### src/rtl/sdc_pkg.sv
package sdc_pkg;

    // Edge information for one synchronized serial line
    typedef struct packed {
        logic level;
        logic rise;
        logic fall;
    } edge_t;

    // The single action taken by the serial engine in a given cycle
    typedef enum logic [2:0] {
        EV_NONE    = 3'd0,
        EV_LOAD    = 3'd1,
        EV_ARM     = 3'd2,
        EV_SHIFT   = 3'd3,
        EV_PRESENT = 3'd4
    } sev_t;

    // Enable edges win over clock edges; clock edges only count inside a frame
    function automatic sev_t pick_event(edge_t en_n, edge_t ck);
        if (en_n.rise)
            return EV_LOAD;
        else if (en_n.fall)
            return EV_ARM;
        else if (!en_n.level && ck.fall)
            return EV_SHIFT;
        else if (!en_n.level && ck.rise)
            return EV_PRESENT;
        return EV_NONE;
    endfunction

endpackage

### src/rtl/sdc_sync.sv
module sdc_sync
    import sdc_pkg::*;
#(
    parameter int   STAGES = 2,
    parameter logic IDLE   = 1'b0
) (
    input  logic  clk,
    input  logic  rst,
    input  logic  din,
    output edge_t ev
);
    logic [STAGES-1:0] pipe;
    logic              prev;

    always_ff @(posedge clk) begin
        if (rst) begin
            pipe <= {STAGES{IDLE}};
            prev <= IDLE;
        end else begin
            pipe <= {pipe[STAGES-2:0], din};
            prev <= pipe[STAGES-1];
        end
    end

    assign ev.level = pipe[STAGES-1];
    assign ev.rise  = pipe[STAGES-1] & ~prev;
    assign ev.fall  = ~pipe[STAGES-1] & prev;
endmodule

### src/rtl/sdc_shift.sv
module sdc_shift
    import sdc_pkg::*;
#(
    parameter int N = 8
) (
    input  logic         clk,
    input  logic         rst,
    input  sev_t         ev,
    input  logic         din,
    input  logic [N-1:0] fault_mask,
    output logic [N-1:0] sr_q,
    output logic [N-1:0] latch_q,
    output logic         active_q,
    output logic         so_q
);
    // The register fills from bit 0 upward, so channel k lives at bit N-1-k
    logic [N-1:0] fault_rev;
    logic [N-1:0] sr_rev;
    logic [N-1:0] sr_armed;

    for (genvar i = 0; i < N; i++) begin : g_rev
        assign fault_rev[N-1-i] = fault_mask[i];
        assign sr_rev[i]        = sr_q[N-1-i];
    end

    assign sr_armed = sr_q ^ fault_rev;

    always_ff @(posedge clk) begin
        if (rst) begin
            sr_q     <= '0;
            latch_q  <= '0;
            active_q <= 1'b0;
            so_q     <= 1'b1;
        end else begin
            unique case (ev)
                EV_LOAD: begin
                    latch_q  <= sr_rev;
                    active_q <= 1'b0;
                    so_q     <= 1'b1;
                end
                EV_ARM: begin
                    sr_q     <= sr_armed;
                    active_q <= 1'b1;
                    so_q     <= sr_armed[N-1];
                end
                EV_SHIFT:   sr_q <= {sr_q[N-2:0], din};
                EV_PRESENT: so_q <= sr_q[N-1];
                default: ;
            endcase
        end
    end
endmodule

### src/rtl/sdc_diag.sv
module sdc_diag #(
    parameter int N         = 8,
    parameter int BLANK_CYC = 16,
    localparam int CW       = $clog2(BLANK_CYC + 1)
) (
    input  logic          clk,
    input  logic          rst,
    input  logic          load,
    input  logic [N-1:0]  ch_on,
    input  logic [N-1:0]  hi_flag,
    input  logic [N-1:0]  lo_flag,
    output logic [N-1:0]  fault_mask,
    output logic [CW-1:0] blank_cnt,
    output logic          short_n,
    output logic          open_n
);
    localparam logic [CW-1:0] BLANK_LD = CW'(BLANK_CYC);

    logic [N-1:0] shorts;
    logic [N-1:0] opens;

    assign shorts     = ch_on & hi_flag;
    assign opens      = ~ch_on & lo_flag;
    assign fault_mask = shorts | opens;

    always_ff @(posedge clk) begin
        if (rst)
            blank_cnt <= '0;
        else if (load)
            blank_cnt <= BLANK_LD;
        else if (blank_cnt != '0)
            blank_cnt <= blank_cnt - 1'b1;
    end

    assign short_n = ~((|shorts) && (blank_cnt == '0));
    assign open_n  = ~(|opens);
endmodule

### src/rtl/serdrv_ctrl.sv
module serdrv_ctrl
    import sdc_pkg::*;
#(
    parameter int N         = 8,
    parameter int BLANK_CYC = 16,
    parameter int SYNC_STG  = 2
) (
    input  logic         clk,
    input  logic         rst,
    input  logic         ser_clk,
    input  logic         ser_din,
    input  logic         ser_en_n,
    input  logic [N-1:0] hi_flag,
    input  logic [N-1:0] lo_flag,
    output logic [N-1:0] ch_on,
    output logic         dout_oe,
    output logic         short_n,
    output logic         open_n
);
    localparam int           NLINE  = 3;
    localparam int           CW     = $clog2(BLANK_CYC + 1);
    localparam logic [2:0]   IDLE_V = 3'b100;   // {enable, clock, data}

    logic [NLINE-1:0] raw;
    edge_t            ev_arr [NLINE];
    sev_t             ev_cur;
    logic [N-1:0]     sr_q;
    logic [N-1:0]     fault_mask;
    logic [CW-1:0]    blank_cnt;
    logic             active_q;
    logic             so_q;
    logic             din_lvl;
    logic [1:0]       din_edges_unused;

    assign raw = {ser_en_n, ser_clk, ser_din};

    for (genvar i = 0; i < NLINE; i++) begin : g_sync
        sdc_sync #(.STAGES(SYNC_STG), .IDLE(IDLE_V[i])) u_sync (
            .clk (clk),
            .rst (rst),
            .din (raw[i]),
            .ev  (ev_arr[i])
        );
    end

    assign din_lvl          = ev_arr[0].level;
    assign din_edges_unused = {ev_arr[0].rise, ev_arr[0].fall};
    assign ev_cur           = pick_event(ev_arr[2], ev_arr[1]);

    sdc_shift #(.N(N)) u_shift (
        .clk        (clk),
        .rst        (rst),
        .ev         (ev_cur),
        .din        (din_lvl),
        .fault_mask (fault_mask),
        .sr_q       (sr_q),
        .latch_q    (ch_on),
        .active_q   (active_q),
        .so_q       (so_q)
    );

    sdc_diag #(.N(N), .BLANK_CYC(BLANK_CYC)) u_diag (
        .clk        (clk),
        .rst        (rst),
        .load       (ev_cur == EV_LOAD),
        .ch_on      (ch_on),
        .hi_flag    (hi_flag),
        .lo_flag    (lo_flag),
        .fault_mask (fault_mask),
        .blank_cnt  (blank_cnt),
        .short_n    (short_n),
        .open_n     (open_n)
    );

    assign dout_oe = active_q & ~so_q;
endmodule

### config.mk
export PLATFORM = sky130hd
export DESIGN_NAME = serdrv_ctrl
export DESIGN_NICKNAME = d
export VERILOG_FILES = /design/src/rtl/sdc_pkg.sv /design/src/rtl/sdc_sync.sv /design/src/rtl/sdc_shift.sv /design/src/rtl/sdc_diag.sv /design/src/rtl/serdrv_ctrl.sv
export SDC_FILE = /design/constraint.sdc
export NUM_CORES = 1
export LEC_CHECK = 0
export BUFFER_PORTS_ARGS = -buffer_cell sky130_fd_sc_hd__buf_2
export CAP_MARGIN = 20
export CORE_MARGIN = 2
export CORE_UTILIZATION = 58
export CTS_BUF_LIST = sky130_fd_sc_hd__clkbuf_16
export DETAILED_ROUTE_END_ITERATION = 16
export PLACE_DENSITY = 0.93
export SETUP_SLACK_MARGIN = 0.5
export SLEW_MARGIN = 0
export SYNTH_ARGS = -nofsm -noshare
export SYNTH_HDL_FRONTEND = slang
export SYNTH_SLANG_ARGS = --single-unit
### constraint.sdc
create_clock -name clk -period 3.65 [get_ports clk]
set_input_delay 0.73 -clock clk [delete_from_list [all_inputs] [get_ports clk]]
set_output_delay 0.73 -clock clk [all_outputs]
set_load 0.02 [all_outputs]
==> metrics <==
r2r worst-path depth=4; boundary pin count=32; time the final worst path needs with I/O delays and setup=2.56 ns; count of nets left with antenna violations after detail routing=0; Min-Delay Startpoint=g_sync[2].u_sync.pipe[0]; unrepaired setup endpoints after global routing=no; peak supply drop=0.000589 V; synthesized area divided by synthesized cell count=9.13 sq um; Gates resized, CTS repair=0; number of enable flip-flop cells after synthesis=0; worst-skew pair later-pin latency=0.27 ns; number of buffers between clock root and the deepest sink=2; drt first pass iters=4; path type of the worst min-delay path=reg2reg; number of max-capacitance violations reported=0; critical path data required time=2.92 ns; ys flop type=sky130_fd_sc_hd__dfxtp_1; fin crit share=70.2%; height of the die=56.3 um; clock buffer count from CTS=5; Avg WL per Cell=14.7 um; list of most frequent post-synthesis cells=31 x sky130_fd_sc_hd__dfxtp_1, 21 x sky130_fd_sc_hd__nor2b_1, 17 x sky130_fd_sc_hd__nor2_1, 10 x sky130_fd_sc_hd__inv_1, 10 x sky130_fd_sc_hd__mux2i_1; final setup skew=0.00721 ns; Crit Path Category=reg2out; internal reg-to-reg setup slack=1.38 ns; final hold vios=0; FILL cells=161; number of design rule violations left after detail routing=0; Lkg Pwr=0.779 nW; share of the synthesized area in the top cell type=39.1%; sequential area share after synthesis=39.1%; launching element type of the critical path=register; area occupied by multi-input gates=876 sq um; detail-routed via count per cell=5.84; clock root buffer master=sky130_fd_sc_hd__clkbuf_16; placed cell areas=0.00173 sq mm; area grow syn2layout=16.9%; Reg2Reg Capture Point=u_shift.so_q; number of nets at the end of the flow=225; horizontal extent of the die=56.3 um; area of all placed cells without fillers=0.00186 sq mm; RD Place Congestion=0.838; headroom to the max-slew limit=43.3%; # clock sinks=31; final-report max-slew violation count=0; crit path max fanout=5; count of port buffers added during placement=31; type of destination of the critical path=primary output; number of distinct standard cells referenced by the synthesized netlist=36; Std-Cell Core Area=0.00254 sq mm; violation count after the first detailed-route iteration=92; wire length of the first global-routing pass=5.53 mm; initial core utilization=62.4%; number of hold buffers added after CTS=0; number of cell rows=18; power density over cell area=492 mW/mm^2; maximum clock frequency=390 MHz; maximum number of pins on one net before global-route repair=31; CTS tree=yes; drt total wl=3.37 mm; All-Layer GR Usage=22.3%; cell count after synthesis=174; synthesis-stage register bit count=31; Yosys warning count=0; Reg-to-Reg Start=g_sync[2].u_sync.pipe[1]; Post-DP HPWL=2.31 mm; initial antenna violation count=0; Worst Tran Pin Value=0.851 ns; DR vias=1343; Final Core Density=72.9%; post-CTS setup-driven buffer insertion count=0; cell types occupying the most area after synthesis=sky130_fd_sc_hd__dfxtp_1 39%, sky130_fd_sc_hd__nor2b_1 8.3%, sky130_fd_sc_hd__mux2i_1 6.3%; largest area contributor in the netlist=sky130_fd_sc_hd__dfxtp_1; vias in the first global route=1256; hold worst-path end=g_sync[2].u_sync.pipe[1]; worst hold stages=1; outcome=complete, no violations; arrival time at the worst endpoint=1.83 ns; share of post-route cells with drive strength above 1=26.0%; most common cell in the netlist=sky130_fd_sc_hd__dfxtp_1; H-Tree Level Count=2; sum of overflow across all layers after global routing=0; share of synthesized flip-flops with an asynchronous set or reset=0%; number of failing setup endpoints in the final timing report=0; final antenna diode count=0; net count of the mapped netlist=198; FF+latch area=621 sq um; TNS Setup=0 ns; post-synthesis instance area=0.00159 sq mm; Die Area=0.00317 sq mm; clock transition time at the flip-flop clock pins of the worst setup and hold paths=0.05 ns
stage by stage:
stage / total power [W] / hold slack (ns) / worst slack (ns) / cells
floorplan: 0.000519 / 0.389 / 1.51 / 174
global placement: 0.000539 / 0.393 / 1.34 / 224
detailed placement: 0.000552 / 0.399 / 1.31 / 224
CTS: 0.000921 / 0.409 / 1.08 / 230
global route: 0.000957 / 0.428 / 1.01 / 230
finish: 0.000913 / 0.410 / 1.09 / 230
layout by cell type (no fill, tap or decap), drive strengths merged:
master | netlist | routed
a2bb2oi | 7 | 7
a31oi | 1 | 1
buf | 7 | 31
nand3 | 1 | 1
mux2i | 10 | 10
inv | 10 | 11
a21oi | 8 | 8
mux2 | 8 | 8
or2 | 3 | 3
a22oi | 2 | 2
nand2 | 9 | 9
dfxtp | 31 | 31
o2111ai | 1 | 1
a2111o | 1 | 1
ha | 3 | 3
a221oi | 1 | 1
o22ai | 2 | 2
clkbuf | 4 | 5
nand3b | 1 | 1
nor3 | 4 | 4
a31o | 1 | 1
a32oi | 7 | 7
or3b | 1 | 1
nor2b | 21 | 21
a22o | 1 | 1
nand2b | 4 | 4
nor2 | 17 | 17
a311oi | 1 | 1
or4b | 2 | 2
a2111oi | 1 | 1
a32o | 1 | 1
xnor2 | 3 | 3
worst max-delay path, stage by stage, from the launching register on:
cell and delay (ns):
sky130_fd_sc_hd__dfxtp_1 0.33, sky130_fd_sc_hd__inv_1 0.06, sky130_fd_sc_hd__ha_1 0.18, sky130_fd_sc_hd__or4b_1 0.58, sky130_fd_sc_hd__a31o_2 0.27, sky130_fd_sc_hd__buf_2 0.15
layer usage:
metal,global-route usage [%],wire length (um)
met1,28.3,1480
met2,34.3,1590
met4,11.9,28
met3,5.99,273
met5,0,0
worst max path at each step:
stage | depth (start not counted) | to | slack (ns) | startpoint
final | 5 | short_n | 1.09 | u_diag.blank_cnt[0]
after global routing | 5 | short_n | 1.01 | u_diag.blank_cnt[0]
after CTS | 5 | short_n | 1.08 | u_diag.blank_cnt[0]
after detailed placement | 5 | short_n | 1.31 | hi_flag[1]
after global placement | 5 | short_n | 1.34 | hi_flag[1]
after floorplan | 3 | open_n | 1.51 | lo_flag[3]
logic make-up after synthesis:
group                    share of synthesized area [%]
flip-flops                                        39.1
XOR/XNOR                                          1.66
adder cells (fa/ha/maj)                           2.36
AO/OA/AOI/OAI                                     17.8
buffers and inverters                             5.75
multiplexers                                      12.0
AND/OR/NAND/NOR                                   21.4
report_power, final:
part           internal [W]  total (W)  switching, W
Sequential         0.000364   0.000385     0.0000207
Clock              0.000240   0.000362      0.000122
Combinational     0.0000816   0.000166     0.0000843
registers in the layout (all words and copies together), names as in the netlist:
signal,flops
u_shift.latch_q,8
u_shift.sr_q,8
g_sync.u_sync.pipe,6
u_diag.blank_cnt,5
g_sync.u_sync.prev,2
u_shift.active_q,1
u_shift.so_q,1
final cells by class:
type / instances / share of cell area [%]
inverter: 10 / 2.02
timing repair buffer: 31 / 8.36
sequential: 31 / 33.4
clock buffer: 5 / 6.74
multi-input combinational: 122 / 47.2
clock inverter: 1 / 0.202
tap: 30 / 2.02
Note: power is estimated with default switching activity, not from simulation.
